--- src/rtl/rtc_regbank_pkg.sv ---
package rtc_regbank_pkg;

   typedef enum logic [2:0] {
      SEC_NONE,
      SEC_TIME,
      SEC_STAT,
      SEC_CTRL,
      SEC_DST,
      SEC_ALRM
   } sect_e;

   localparam logic [7:0] A_TIME_LO = 8'h00;
   localparam logic [7:0] A_TIME_HI = 8'h07;
   localparam logic [7:0] A_STAT    = 8'h08;
   localparam logic [7:0] A_CTRL0   = 8'h0C;
   localparam logic [7:0] A_CTRL1   = 8'h13;
   localparam logic [7:0] A_DST_LO  = 8'h15;
   localparam logic [7:0] A_DST_HI  = 8'h1C;
   localparam logic [7:0] A_ALM_LO  = 8'h1D;
   localparam logic [7:0] A_ALM_HI  = 8'h28;
   localparam logic [7:0] A_TOP     = 8'h47;
   localparam int         WREN_BIT  = 6;

   function automatic sect_e sect_of(input logic [7:0] a);
      if (a <= A_TIME_HI)                     return SEC_TIME;
      else if (a == A_STAT)                   return SEC_STAT;
      else if (a == A_CTRL0 || a == A_CTRL1)  return SEC_CTRL;
      else if (a >= A_DST_LO && a <= A_DST_HI) return SEC_DST;
      else if (a >= A_ALM_LO && a <= A_ALM_HI) return SEC_ALRM;
      else                                    return SEC_NONE;
   endfunction

   function automatic logic [7:0] next_ptr(input logic [7:0] a);
      logic [7:0] n;
      case (sect_of(a))
         SEC_TIME: n = (a == A_TIME_HI) ? A_TIME_LO : a + 8'd1;
         SEC_STAT: n = A_STAT;
         SEC_CTRL: n = (a == A_CTRL0) ? A_CTRL1 : A_CTRL0;
         SEC_DST:  n = (a == A_DST_HI) ? A_DST_LO : a + 8'd1;
         SEC_ALRM: n = (a == A_ALM_HI) ? A_ALM_LO : a + 8'd1;
         default:  n = (a >= A_TOP) ? 8'h00 : a + 8'd1;
      endcase
      return n;
   endfunction

   // Alarm bank entries repeat every six bytes (seconds..weekday).
   function automatic logic [7:0] alarm_mask(input int unsigned k);
      case (k)
         0, 1:    return 8'hFF;
         2, 3:    return 8'hBF;
         4:       return 8'h9F;
         default: return 8'h87;
      endcase
   endfunction

   function automatic logic [7:0] wmask(input logic [7:0] a);
      case (a)
         8'h00, 8'h01: return 8'h7F;
         8'h02:        return 8'hBF;
         8'h03:        return 8'h3F;
         8'h04:        return 8'h1F;
         8'h05:        return 8'hFF;
         8'h06:        return 8'h07;
         8'h07:        return 8'h0F;
         8'h08:        return 8'hB9;
         8'h0C:        return 8'hE3;
         8'h13:        return 8'hC0;
         8'h15:        return 8'h9F;
         8'h16, 8'h1A: return 8'h7F;
         8'h17, 8'h1B: return 8'h3F;
         8'h18, 8'h1C: return 8'hBF;
         8'h19:        return 8'h1F;
         default: begin
            if (sect_of(a) == SEC_ALRM)
               return alarm_mask(32'((a - A_ALM_LO) % 8'd6));
            return 8'h00;
         end
      endcase
   endfunction

   function automatic logic [7:0] rst_val(input logic [7:0] a);
      case (a)
         8'h03, 8'h04, 8'h08, 8'h0C: return 8'h01;
         8'h15:                      return 8'h04;
         8'h17, 8'h1B:               return 8'h01;
         8'h18, 8'h1C:               return 8'h02;
         8'h19:                      return 8'h10;
         8'h20, 8'h21, 8'h26, 8'h27: return 8'h01;
         default:                    return 8'h00;
      endcase
   endfunction

endpackage

--- src/rtl/rtc_bus_ctl.sv ---
module rtc_bus_ctl #(
   parameter int          DEV_W    = 7,
   parameter logic [6:0]  DEV_ADDR = 7'h6F
) (
   input  logic             clk,
   input  logic             rst_n,
   input  logic             start_i,
   input  logic             stop_i,
   input  logic             dev_valid_i,
   input  logic [DEV_W-1:0] dev_addr_i,
   input  logic             dev_rd_i,
   output logic             sel_o,
   output logic             rd_mode_o,
   output logic             snap_req_o
);
   logic hit;
   assign hit        = (dev_addr_i == DEV_ADDR[DEV_W-1:0]);
   assign snap_req_o = dev_valid_i & hit & dev_rd_i;

   always_ff @(posedge clk or negedge rst_n) begin
      if (!rst_n) begin
         sel_o     <= 1'b0;
         rd_mode_o <= 1'b0;
      end else if (start_i || stop_i) begin
         sel_o     <= 1'b0;
      end else if (dev_valid_i) begin
         sel_o     <= hit;
         rd_mode_o <= dev_rd_i;
      end
   end

   AST_STOP_DESELECTS: assert property (@(posedge clk) disable iff (!rst_n)
      stop_i |=> !sel_o);
   AST_MISS_NOT_SELECTED: assert property (@(posedge clk) disable iff (!rst_n)
      (dev_valid_i && !hit && !start_i && !stop_i) |=> !sel_o);
endmodule

--- src/rtl/rtc_ptr.sv ---
module rtc_ptr #(
   parameter int ADDR_W = 8
) (
   input  logic              clk,
   input  logic              rst_n,
   input  logic              load_i,
   input  logic [ADDR_W-1:0] addr_i,
   input  logic              step_i,
   output logic [ADDR_W-1:0] ptr_o
);
   import rtc_regbank_pkg::*;

   always_ff @(posedge clk or negedge rst_n) begin
      if (!rst_n)      ptr_o <= '0;
      else if (load_i) ptr_o <= addr_i;
      else if (step_i) ptr_o <= next_ptr(ptr_o);
   end

   AST_STAY_IN_SECTION: assert property (@(posedge clk) disable iff (!rst_n)
      (step_i && !load_i && sect_of(ptr_o) != SEC_NONE)
      |=> sect_of(ptr_o) == $past(sect_of(ptr_o)));
   AST_PTR_HOLDS: assert property (@(posedge clk) disable iff (!rst_n)
      (!step_i && !load_i) |=> $stable(ptr_o));
endmodule

--- src/rtl/rtc_time_bank.sv ---
module rtc_time_bank #(
   parameter int DATA_W     = 8,
   parameter int TIME_BYTES = 8,
   parameter bit SNAP_EN    = 1'b1,
   localparam int IDX_W     = $clog2(TIME_BYTES)
) (
   input  logic                         clk,
   input  logic                         rst_n,
   input  logic                         wr_i,
   input  logic                         wr_ok_i,
   input  logic [IDX_W-1:0]             idx_i,
   input  logic [DATA_W-1:0]            wdata_i,
   input  logic                         tick_i,
   input  logic [TIME_BYTES*DATA_W-1:0] tick_time_i,
   input  logic                         snap_req_i,
   output logic [DATA_W-1:0]            rdata_o
);
   import rtc_regbank_pkg::*;

   logic [TIME_BYTES*DATA_W-1:0] live_q;
   logic [TIME_BYTES*DATA_W-1:0] view;

   for (genvar g = 0; g < TIME_BYTES; g++) begin : g_byte
      localparam logic [7:0] AD = 8'(g);
      localparam logic [DATA_W-1:0] MSK = DATA_W'(wmask(AD));
      localparam logic [DATA_W-1:0] RST = DATA_W'(rst_val(AD));
      always_ff @(posedge clk or negedge rst_n) begin
         if (!rst_n)
            live_q[g*DATA_W +: DATA_W] <= RST;
         else if (wr_i && wr_ok_i && idx_i == IDX_W'(g))
            live_q[g*DATA_W +: DATA_W] <= wdata_i & MSK;
         else if (tick_i)
            live_q[g*DATA_W +: DATA_W] <= tick_time_i[g*DATA_W +: DATA_W] & MSK;
      end
   end

   if (SNAP_EN) begin : g_snap
      logic [TIME_BYTES*DATA_W-1:0] snap_q;
      always_ff @(posedge clk or negedge rst_n) begin
         if (!rst_n)          snap_q <= '0;
         else if (snap_req_i) snap_q <= live_q;
      end
      assign view = snap_q;
      AST_SNAP_FROZEN: assert property (@(posedge clk) disable iff (!rst_n)
         !snap_req_i |=> $stable(snap_q));
   end else begin : g_live
      assign view = live_q;
   end

   assign rdata_o = view[idx_i*DATA_W +: DATA_W];

   AST_TIME_GUARDED: assert property (@(posedge clk) disable iff (!rst_n)
      (!tick_i && !(wr_i && wr_ok_i)) |=> $stable(live_q));
endmodule

--- src/rtl/rtc_cfg_bank.sv ---
module rtc_cfg_bank #(
   parameter int DATA_W = 8,
   parameter int ADDR_W = 8,
   parameter int N_ADDR = 72
) (
   input  logic              clk,
   input  logic              rst_n,
   input  logic              wr_i,
   input  logic [ADDR_W-1:0] addr_i,
   input  logic [DATA_W-1:0] wdata_i,
   output logic [DATA_W-1:0] rdata_o,
   output logic              time_wren_o
);
   import rtc_regbank_pkg::*;

   logic [DATA_W-1:0] cfg_q [N_ADDR];

   for (genvar g = 0; g < N_ADDR; g++) begin : g_reg
      localparam logic [7:0] AD = 8'(g);
      if (sect_of(AD) != SEC_NONE && sect_of(AD) != SEC_TIME) begin : g_ff
         localparam logic [DATA_W-1:0] MSK = DATA_W'(wmask(AD));
         localparam logic [DATA_W-1:0] RST = DATA_W'(rst_val(AD));
         always_ff @(posedge clk or negedge rst_n) begin
            if (!rst_n)
               cfg_q[g] <= RST;
            else if (wr_i && addr_i == ADDR_W'(g))
               cfg_q[g] <= wdata_i & MSK;
         end
      end else begin : g_hole
         assign cfg_q[g] = '0;
      end
   end

   assign rdata_o     = (addr_i < ADDR_W'(N_ADDR)) ? cfg_q[addr_i[6:0]] : '0;
   assign time_wren_o = cfg_q[A_CTRL0][WREN_BIT];

   AST_CTRL1_SPARE_ZERO: assert property (@(posedge clk) disable iff (!rst_n)
      (wr_i && addr_i == ADDR_W'(A_CTRL1)) |=> cfg_q[A_CTRL1][5:0] == '0);
   AST_HOLE_IGNORES_WRITE: assert property (@(posedge clk) disable iff (!rst_n)
      (wr_i && sect_of(addr_i) == SEC_NONE) |=> $stable(cfg_q[A_CTRL0]));
endmodule

--- src/rtl/rtc_regbank.sv ---
module rtc_regbank #(
   parameter int         DATA_W     = 8,
   parameter int         ADDR_W     = 8,
   parameter int         DEV_W      = 7,
   parameter int         TIME_BYTES = 8,
   parameter logic [6:0] DEV_ADDR   = 7'h6F,
   parameter bit         SNAP_EN    = 1'b1,
   localparam int        N_ADDR     = 72,
   localparam int        TIME_IDX_W = $clog2(TIME_BYTES)
) (
   input  logic                         clk,
   input  logic                         rst_n,
   input  logic                         i_start,
   input  logic                         i_stop,
   input  logic                         i_dev_valid,
   input  logic [DEV_W-1:0]             i_dev_addr,
   input  logic                         i_dev_rd,
   input  logic                         i_addr_load,
   input  logic [ADDR_W-1:0]            i_addr,
   input  logic                         i_wr,
   input  logic [DATA_W-1:0]            i_wr_data,
   input  logic                         i_rd_strobe,
   input  logic                         i_tick,
   input  logic [TIME_BYTES*DATA_W-1:0] i_tick_time,
   output logic                         o_sel,
   output logic [DATA_W-1:0]            o_rd_data
);
   import rtc_regbank_pkg::*;

   if (DATA_W != 8)     begin : g_bad_dw  $error("BCD layout needs 8-bit bytes"); end
   if (ADDR_W != 8)     begin : g_bad_aw  $error("register map needs 8-bit addresses"); end
   if (TIME_BYTES != 8) begin : g_bad_tb  $error("time section is eight bytes"); end
   if (DEV_W != 7)      begin : g_bad_dev $error("device address is seven bits"); end

   logic              rd_mode, snap_req, wr_go, rd_go, load_go, time_wren;
   logic [ADDR_W-1:0] ptr;
   logic [DATA_W-1:0] time_rd, cfg_rd;
   sect_e             cur_sect;

   rtc_bus_ctl #(.DEV_W(DEV_W), .DEV_ADDR(DEV_ADDR)) u_ctl (
      .clk(clk), .rst_n(rst_n), .start_i(i_start), .stop_i(i_stop),
      .dev_valid_i(i_dev_valid), .dev_addr_i(i_dev_addr), .dev_rd_i(i_dev_rd),
      .sel_o(o_sel), .rd_mode_o(rd_mode), .snap_req_o(snap_req));

   assign wr_go   = o_sel & ~rd_mode & i_wr;
   assign load_go = o_sel & ~rd_mode & i_addr_load;
   assign rd_go   = o_sel &  rd_mode & i_rd_strobe;

   rtc_ptr #(.ADDR_W(ADDR_W)) u_ptr (
      .clk(clk), .rst_n(rst_n), .load_i(load_go), .addr_i(i_addr),
      .step_i(wr_go | rd_go), .ptr_o(ptr));

   assign cur_sect = sect_of(ptr);

   rtc_time_bank #(.DATA_W(DATA_W), .TIME_BYTES(TIME_BYTES), .SNAP_EN(SNAP_EN)) u_time (
      .clk(clk), .rst_n(rst_n),
      .wr_i(wr_go && cur_sect == SEC_TIME), .wr_ok_i(time_wren),
      .idx_i(ptr[TIME_IDX_W-1:0]), .wdata_i(i_wr_data),
      .tick_i(i_tick), .tick_time_i(i_tick_time),
      .snap_req_i(snap_req), .rdata_o(time_rd));

   rtc_cfg_bank #(.DATA_W(DATA_W), .ADDR_W(ADDR_W), .N_ADDR(N_ADDR)) u_cfg (
      .clk(clk), .rst_n(rst_n),
      .wr_i(wr_go && cur_sect != SEC_TIME), .addr_i(ptr), .wdata_i(i_wr_data),
      .rdata_o(cfg_rd), .time_wren_o(time_wren));

   always_comb begin
      case (cur_sect)
         SEC_TIME: o_rd_data = time_rd;
         SEC_NONE: o_rd_data = '0;
         default:  o_rd_data = cfg_rd;
      endcase
   end

   AST_LOCKED_TIME_WRITE: assert property (@(posedge clk) disable iff (!rst_n)
      (wr_go && cur_sect == SEC_TIME && !time_wren && !i_tick)
      |=> $stable(u_time.live_q));
endmodule

--- config.mk ---
export PLATFORM = sky130hd
export DESIGN_NAME = rtc_regbank
export DESIGN_NICKNAME = d
export VERILOG_FILES = /design/src/rtl/rtc_regbank_pkg.sv /design/src/rtl/rtc_bus_ctl.sv /design/src/rtl/rtc_ptr.sv /design/src/rtl/rtc_time_bank.sv /design/src/rtl/rtc_cfg_bank.sv /design/src/rtl/rtc_regbank.sv
export SDC_FILE = /design/constraint.sdc
export NUM_CORES = 1
export LEC_CHECK = 0
export BUFFER_PORTS_ARGS = -buffer_cell sky130_fd_sc_hd__buf_2
export CORE_MARGIN = 8
export CORE_UTILIZATION = 43
export CTS_BUF_LIST = sky130_fd_sc_hd__clkbuf_4
export DETAILED_ROUTE_END_ITERATION = 8
export SETUP_SLACK_MARGIN = 0.5
export SLEW_MARGIN = 40
export SYNTH_ARGS = -nofsm -noshare
export SYNTH_HDL_FRONTEND = slang
export SYNTH_SLANG_ARGS = --single-unit
--- constraint.sdc ---
create_clock -name clk -period 6.7 [get_ports clk]
set_input_delay 0.67 -clock clk [delete_from_list [all_inputs] [get_ports clk]]
set_output_delay 0.67 -clock clk [all_outputs]
set_load 0.1 [all_outputs]
Word level (Yosys, flattened, before mapping)
Cells that the tools add are included.

Logic and storage cells: 184. Output and inout port bits: 9. Input bits: 97. Register bits after elaboration: 281.

$lt $le $gt $ge: 8. Bitwise logic cells: 11. Reductions and logical operators: 51. Equal/unequal tests: 39. $add $sub $neg: 1. Shift operators: 1. Mux-type cells: 38.

Operators by type and width (count): two-way mux 8 bit (25); == test 8 x 5 -> 1 bit, second input constant (12); == test 8 x 6 -> 1 bit, second input constant (9); variable part select 64 x 7 -> 8 bit (1); binary-select mux 8 bit (select 7 bit) (1); case mux 8 bit (5 select lines) (1); logical AND 1 bit (36); two-way mux 3 bit (7); nonzero test 2 bit (10); == test 3 bit, second input constant (6); == test 8 x 4 -> 1 bit, second input constant (2); >= comparator 8 x 5 -> 1 bit, second input constant (2); case mux 8 bit (2 select lines) (1); == test 3 x 2 -> 1 bit, second input constant (4); == test 3 x 1 -> 1 bit, second input constant (3); adder 8 x 1 -> 8 bit, second input constant (1); == test 8 x 3 -> 1 bit, second input constant (1); >= comparator 8 x 7 -> 1 bit, second input constant (1); >= comparator 8 bit, second input constant (1); <= comparator 8 x 3 -> 1 bit, second input constant (1); <= comparator 8 x 5 -> 1 bit, second input constant (1); <= comparator 8 x 6 -> 1 bit, second input constant (1); < comparator 8 x 7 -> 1 bit, second input constant (1); NOT 7 -> 8 bit (1); other kinds (10) (20).

Depth between registers and ports, before layout
Gate-level depths: netlist (run 1).

Depth in word-level cells: 13. Mapped depth: 13. Gate-level depth less buffers: 8.

Hierarchy
A second synthesis (run 1) with hierarchy kept.

Cell total of the unflattened synthesis: 984. Area total of the unflattened synthesis: 12797.3 µm².

By module, submodules not included: rtc_cfg_bank (times used 1, cells an instance 509, seq. area each 3593.4 µm², area an instance 6986.7 µm²); rtc_time_bank (times used 1, cells an instance 306, seq. area each 2354.8 µm², area an instance 4483.0 µm²); rtc_ptr (times used 1, cells an instance 111, seq. area each 200.2 µm², area an instance 877.1 µm²); rtc_regbank (times used 1, cells an instance 47, seq. area each 0.0 µm², area an instance 336.6 µm²); rtc_bus_ctl (times used 1, cells an instance 11, seq. area each 50.0 µm², area an instance 113.9 µm²).

Least setup slack after synthesis (run 1)
OpenSTA, ideal clock, no wires.

Kind: register to output. Start point: register u_ptr.ptr_o[0]. End point: output o_rd_data[6]. Path slack: 2223 ps. Arrival: 3807 ps. Data required time: 6030 ps. Cell stages (with the launch flop): 9. Path buffers: 4. Cells stage by stage: dfrtp_1 -> buf_4 -> buf_2 -> buf_4 -> buf_2 -> mux2i_1 -> nor2_1 -> a31oi_1 -> o32ai_1.

Longest elaborated chain between the ends: 9. Elaborated cells on any way between the ends: 26. Those cells by class: order compare: 6; eq/ne: 4; shift: 1; mux: 10; bitwise: 1; reduce/logical: 4.

RTL lines: start: declaration (line rtc_ptr.sv:9) `output logic [ADDR_W-1:0] ptr_o`; start signal: assignment (line rtc_ptr.sv:15) `else if (load_i) ptr_o <= addr_i;`; start signal: assignment (line rtc_ptr.sv:16) `else if (step_i) ptr_o <= next_ptr(ptr_o);`; >= comparator 8 x 5 -> 1 bit or <= comparator 8 x 6 -> 1 bit (tied branches) (line rtc_regbank_pkg.sv:29) `else if (a >= A_ALM_LO && a <= A_ALM_HI) return SEC_ALRM;`; logical AND 1 bit (line rtc_regbank_pkg.sv:29); two-way mux 3 bit (line rtc_regbank_pkg.sv:29); two-way mux 3 bit (line rtc_regbank_pkg.sv:28) `else if (a >= A_DST_LO && a <= A_DST_HI) return SEC_DST;`; two-way mux 3 bit (line rtc_regbank_pkg.sv:27) `else if (a == A_CTRL0 || a == A_CTRL1) return SEC_CTRL;`; two-way mux 3 bit (line rtc_regbank_pkg.sv:26) `else if (a == A_STAT) return SEC_STAT;`; two-way mux 3 bit (line rtc_regbank_pkg.sv:25) `if (a <= A_TIME_HI) return SEC_TIME;`; == test 3 x 1 -> 1 bit or zero test 3 bit (tied branches) (line rtc_regbank.sv:68) `case (cur_sect)`; case mux 8 bit (2 select lines) (*) (line rtc_regbank.sv:68); end: declaration (line rtc_regbank.sv:26) `output logic [DATA_W-1:0] o_rd_data`.

Every way passes the cells marked *; elsewhere a longest branch is shown, timed or not. The select of a mux whose other input is x is not followed.

Final worst setup path (run 1)
Start point: register u_ptr.ptr_o[0]. End point: output o_rd_data[7].

The elaborated chain is that of the path after synthesis.

==> flow_summary_export.csv, run 1 <==
group,metric,value,unit
clock_network,clk_pin_slew,70,ps
route,top_layer,"met4",
finish,drive_gt1_share,41.6,%
timing,min_period_over_period,78.6,%
global_route,grt_max_degree,151,
route,wl_met3,2260,µm
floorplanning,rows,62,
yosys,ys_ff_latch,247,
clock_network,cts_tree,"built",
timing,max_freq,0.190,GHz
route,routed_wl,32200,µm
worst_setup_path,cp-start-kind,"register",
clock_network,clock_path_buffers,3,
yosys,ys.warnings.count,0,
global_route,grt_overflow,0,
yosys,synth-edff-count,0,
place,portBuffers,88,
yosys,synth_top_cell_area_share,47.6,%
worst_setup_path,cp_max_fo,21,
run_status,status,"completed",
global_route,grt_util_all_layers,19.0,%
clock_network,post_cts_buffers,0,
hold_path,hp-class,"input pin to register",
finish,nFillCells,2645,
route,vias,8454,
timing,hold_violations,0,
floorplanning,ios,106,
yosys,synth_area_leader_cell,"dfrtp_1",
power_and_ir_drop,vdd_drop_max,0.0905,mV
worst_setup_path,setup.worst_path.class,"register to output port",
finish,synthToLayoutAreaGrowth,14.2,%
floorplanning,coreArea,28400,µm²
place,dp_hpwl,20700,µm
global_route,grt_pass1_wl,50600,µm
yosys,syn_avg_cell_area,12.3,µm²
timing,rsz0062_at_grt,"no",
finish,regArea,6200,µm²
power_and_ir_drop,leakage,0.00679,µW
place,place_congestion,0.889,
timing,worst_slew_pin_slew,753,ps
timing,finalSetupViolCount,0,
yosys,synth_most_common_cell,"dfrtp_1",
global_route,grt_pass1_vias,8794,
floorplanning,dieArea,34200,µm²
timing,tns,0,ps
yosys,yosysSeqAreaShare,50.6,%
yosys,synthCells,998,
clock_network,clkLatencyLatePin,680,ps
route,drt_first_pass_iters,7,
timing,post-route-min-period,5270,ps
finish,fin_cells,1538,
finish,multi_input_area,5720,µm²
route,met1_length,14400,µm
clock_network,cts.sinks,247,
worst_setup_path,crit_arrival,4600,ps
flow_run,drv_cap,0,
place,dp_cells,1407,
yosys,yosys-top-cells-area,"dfrtp_1 (48%), mux2_2 (18%), mux2i_1 (6.1%)",
route,ant_nets,0,
timing,maxSlewHeadroom,49.5,%
floorplanning,fp.dieH,185,µm
timing,final_max_slew_viol_count,0,
route,drt_iter0_markers,599,
route,wl_per_cell,20.9,µm
worst_setup_path,worstPathRequired,6030,ps
yosys,yosys-top-cells-count,"dfrtp_1 (233), mux2_2 (196), nor2_1 (80), mux2i_1 (75), a21oi_1 (68)",
route,via_per_inst,5.50,
route,met2_length,14800,µm
yosys,synth_ff_type,"dfrtp_1",
clock_network,h-tree-depth,3,
floorplanning,start_util,43.2,%
power_and_ir_drop,power_per_cell_area,237,nW/µm²
yosys,syn_area,12300,µm²
finish,nets,1202,
floorplanning,die_w,185,µm
yosys,synthArstFlopShare,100,%
timing,clock_skew,47.4,ps
clock_network,cts_root_buf,"clkbuf_4",
worst_setup_path,endpoint_kind,"output port",
clock_network,cts_buffers,70,
route,drc,0,
yosys,ys_types,65,
global_route,antenna_found_initial,1,
yosys,synth_nets,1102,
## report_power, final
group / internal [µW] / total (µW) / switching, µW
clock: 838 / 1500 / 662
combinational: 91.1 / 245 / 154
sequential: 1540 / 1570 / 29.6
## what timing repair did
item | CTS | global route
hold endpoints to repair | 0 | 19
hold buffers | 0 | 1
gates resized for setup | 0 | 0
setup endpoints to repair | 0 | 0
## final timing paths
path	from	to	slack [ps]	cells past startpoint
worst min-delay path	i_stop	u_ctl.sel_o	160	2
worst max register to register	u_ptr.ptr_o[0]	u_ptr.ptr_o[2]	2700	8
worst min register to register	u_time.live_q[44]	u_time.g_snap.snap_q[44]	500	1
max in group asynchronous	rst_n	u_time.g_snap.snap_q[41]	5170	4
worst max-delay path	u_ptr.ptr_o[0]	o_rd_data[7]	1430	7
min in group asynchronous	rst_n	u_cfg.cfg_q[355]	440	2
## cell type report
| class | count | area share [%] |
|---|---|---|
| flip-flops and latches | 247 | 44.3 |
| clock buffers | 112 | 6.01 |
| multi-input cells | 674 | 40.9 |
| diodes | 1 | 0.0179 |
| well taps | 384 | 3.44 |
| inverters | 6 | 0.161 |
| repair buffers | 99 | 4.26 |
| clock inverters | 15 | 0.912 |
## metrics by stage
step	cell area, µm²	setup WS, ps	hold slack (ps)	power [µW]	utilization, %
after global placement	12900	1860	482	1830	45.6
after global routing	14000	1220	127	3470	49.3
final	14000	1430	157	3310	49.3
after CTS	13900	1430	42.7	3350	49.0
after detailed placement	12900	2130	489	1840	45.6
after floorplan	12300	2220	374	1730	-
## routing by layer
layer / vias to the layer above / global-route usage (%)
li1: 3889 / -
met3: 51 / 4.47
met1: 4227 / 26.2
met2: 287 / 29.3
met5: - / 0
met4: 0 / 6.34
## cell families after synthesis
logic type | after synthesis | synth area share [%]
muxes | 300 | 29.5
AOI/OAI and AO/OA | 140 | 7.06
and+or+nand+nor | 225 | 9.19
buffers and inverters | 77 | 2.84
xor gates and xnor gates | 2 | 0.143
adders and majority gates | 7 | 0.715
DFF | 247 | 50.6
## worst max-delay path, stage by stage (launching register included)
cell and delay (ps):
dfrtp_2 800, clkinv_1 820, ha_1 690, nand3b_1 240, o2111a_1 210, nor4_4 600, o22ai_1 220, buf_2 350
## sequential cells by signal, summed over array words and instances, names as in the netlist
| register | cells |
|---|---|
| u_ptr.ptr_o | 8 |
| u_time.g_snap.snap_q | 47 |
| u_ctl.rd_mode_o | 1 |
| u_cfg.time_wren_o | 1 |
| u_ctl.sel_o | 1 |
| u_cfg.cfg_q | 142 |
| u_time.live_q | 47 |
## cell usage in the layout (no fill, tap or decap), types with 4 or more instances in the layout
| master | instances |
|---|---|
| nor2_1 | 80 |
| nand3b_1 | 4 |
| and2_1 | 4 |
| buf_2 | 87 |
| mux2i_1 | 75 |
| a21oi_1 | 68 |
| nand2_1 | 58 |
| o22ai_1 | 9 |
| clkbuf_4 | 112 |
| a31oi_1 | 4 |
| mux2_2 | 196 |
| nand3_1 | 19 |
| nand2_2 | 4 |
| ha_1 | 7 |
| inv_1 | 4 |
| dfrtp_1 | 231 |
| a22oi_1 | 6 |
| nor3_1 | 8 |
| nor3_4 | 4 |
| mux4_2 | 29 |
| buf_4 | 5 |
| nor2b_1 | 8 |
| and3_1 | 7 |
| o21ai_0 | 18 |
| dfstp_2 | 14 |
| clkinv_1 | 9 |
| nand2b_1 | 9 |
| a221oi_1 | 5 |
Note: power is estimated with default switching activity, not from simulation.
==> run 2: changes to the inputs <==
Clock period 6.7 ns to 5 ns, I/O delays scaled along.
==> flow_summary_export.csv, run 2 (synthesis gave the netlist of run 1 again) <==
group,metric,value,unit
clock_network,clk_pin_slew,80,ps
timing,post-route-min-period,4380,ps
route,ant_nets,0,
worst_setup_path,cp_max_fo,20,
clock_network,cts_buffers,69,
global_route,grt_pass1_vias,8773,
place,portBuffers,88,
finish,top_regs,"u_cfg.cfg_q x142, u_time.g_snap.snap_q x47, u_time.live_q x47",
worst_setup_path,setup.worst_path.class,"register to output port",
clock_network,clock_path_buffers,3,
global_route,antenna_found_initial,1,
timing,tns,0,ps
floorplanning,ios,106,
timing,maxSlewHeadroom,45.5,%
run_status,status,"completed",
clock_network,cts.sinks,247,
clock_network,cts_root_buf,"clkbuf_4",
finish,fin_cells,1537,
power_and_ir_drop,leakage,0.00678,µW
route,routed_wl,32100,µm
power_and_ir_drop,power_per_cell_area,309,nW/µm²
finish,final_common_cell,"dfrtp_1",
hold_path,hp-class,"input pin to register",
finish,final_core_util,49.2,%
route,wl_per_cell,20.9,µm
worst_setup_path,worstPathRequired,4500,ps
global_route,grt_util_all_layers,19.2,%
clock_network,h-tree-depth,3,
clock_network,post_cts_buffers,0,
timing,worst_slew_pin_slew,814,ps
finish,layout_common_cells,"dfrtp_1 (231), mux2_2 (196), clkbuf_4 (108)",
global_route,grt_overflow,0,
floorplanning,dieArea,34200,µm²
timing,min_period_over_period,87.5,%
timing,final_max_slew_viol_count,0,
power_and_ir_drop,vdd_drop_max,0.131,mV
route,drt_first_pass_iters,5,
global_route,grt_pass1_wl,51000,µm
floorplanning,start_util,43.2,%
worst_setup_path,endpoint_kind,"output port",
timing,rsz0062_at_grt,"no",
timing,max_freq,0.229,GHz
route,via_per_inst,5.52,
floorplanning,rows,62,
place,dp_cells,1411,
flow_run,drv_cap,0,
route,drc,0,
finish,largest_reg_flops,142,
finish,drive_gt1_share,41.5,%
floorplanning,coreArea,28400,µm²
timing,hold_violations,0,
finish,nets,1207,
place,dp_hpwl,21300,µm
timing,clock_skew,44.6,ps
clock_network,cts_tree,"built",
timing,finalSetupViolCount,0,
floorplanning,fp.dieH,185,µm
clock_network,clkLatencyLatePin,670,ps
route,vias,8477,
worst_setup_path,crit_arrival,3880,ps
timing,finalHoldWorstSlack,77.0,ps
floorplanning,die_w,185,µm
global_route,grt_max_degree,62,
place,place_congestion,0.882,
finish,regMostFlops,"u_cfg.cfg_q",
finish,synthToLayoutAreaGrowth,13.9,%
route,drt_iter0_markers,607,
worst_setup_path,cp-start-kind,"register",
run 2: power by group:
group / internal, µW / switching [µW] / total (µW)
logic: 123 / 208 / 331
registers: 2060 / 42.4 / 2100
clock network: 1030 / 851 / 1880
total: 3220 / 1100 / 4320
run 2: through the flow:
step                cell area [µm²]  total power (µW)  setup WS (ps)
finish                        14000              4320            624
floorplan                     12300              2320            693
global placement              13000              2460           1090
global route                  14000              4530            504
detailed placement            13000              2470           1350
CTS                           13900              4380            628
run 2: per-layer routing:
metal,GRT usage (%),share of wire (%),vias to the layer above
met5,0,0,-
met4,6.82,2.5,0
met3,4.65,6.8,46
met2,29.0,45,281
met1,26.8,46,4256
li1,-,-,3894
run 2: worst paths after layout:
path                                  startpoint                       to  slack, ps  cells after the start
worst max-delay path              u_ptr.ptr_o[0]             o_rd_data[7]        620                      7
worst min-delay path                   i_addr[3]           u_ptr.ptr_o[3]         80                      3
worst max register to register    u_ptr.ptr_o[0]           u_ptr.ptr_o[2]       1740                      8
worst min register to register  u_time.live_q[4]  u_time.g_snap.snap_q[4]        490                      1
max in group asynchronous                  rst_n         u_cfg.cfg_q[313]       3580                      3
min in group asynchronous                  rst_n         u_cfg.cfg_q[275]        340                      2
run 2: area by class of cell:
type,count,area (µm²)
antenna,1,2.50
clock buffer,108,811
clock inverter,12,81.3
fill,2624,14400
inverter,6,22.5
multi-input combinational,674,5730
sequential,247,6200
tap,384,480
timing repair buffer,105,637
run 2: worst max-delay path, cell delays in order (launching register included):
cell	delay, ps
dfrtp_2	790
clkinv_1	210
ha_1	440
nand3b_1	240
o2111a_1	210
nor4_4	640
o22ai_1	280
buf_2	370
run 2: what timing repair did:
item,in CTS,in global routing
hold buffers,4,0
gates resized for setup,0,1
endpoints found under the hold margin,59,0
endpoints found under the setup margin,0,1
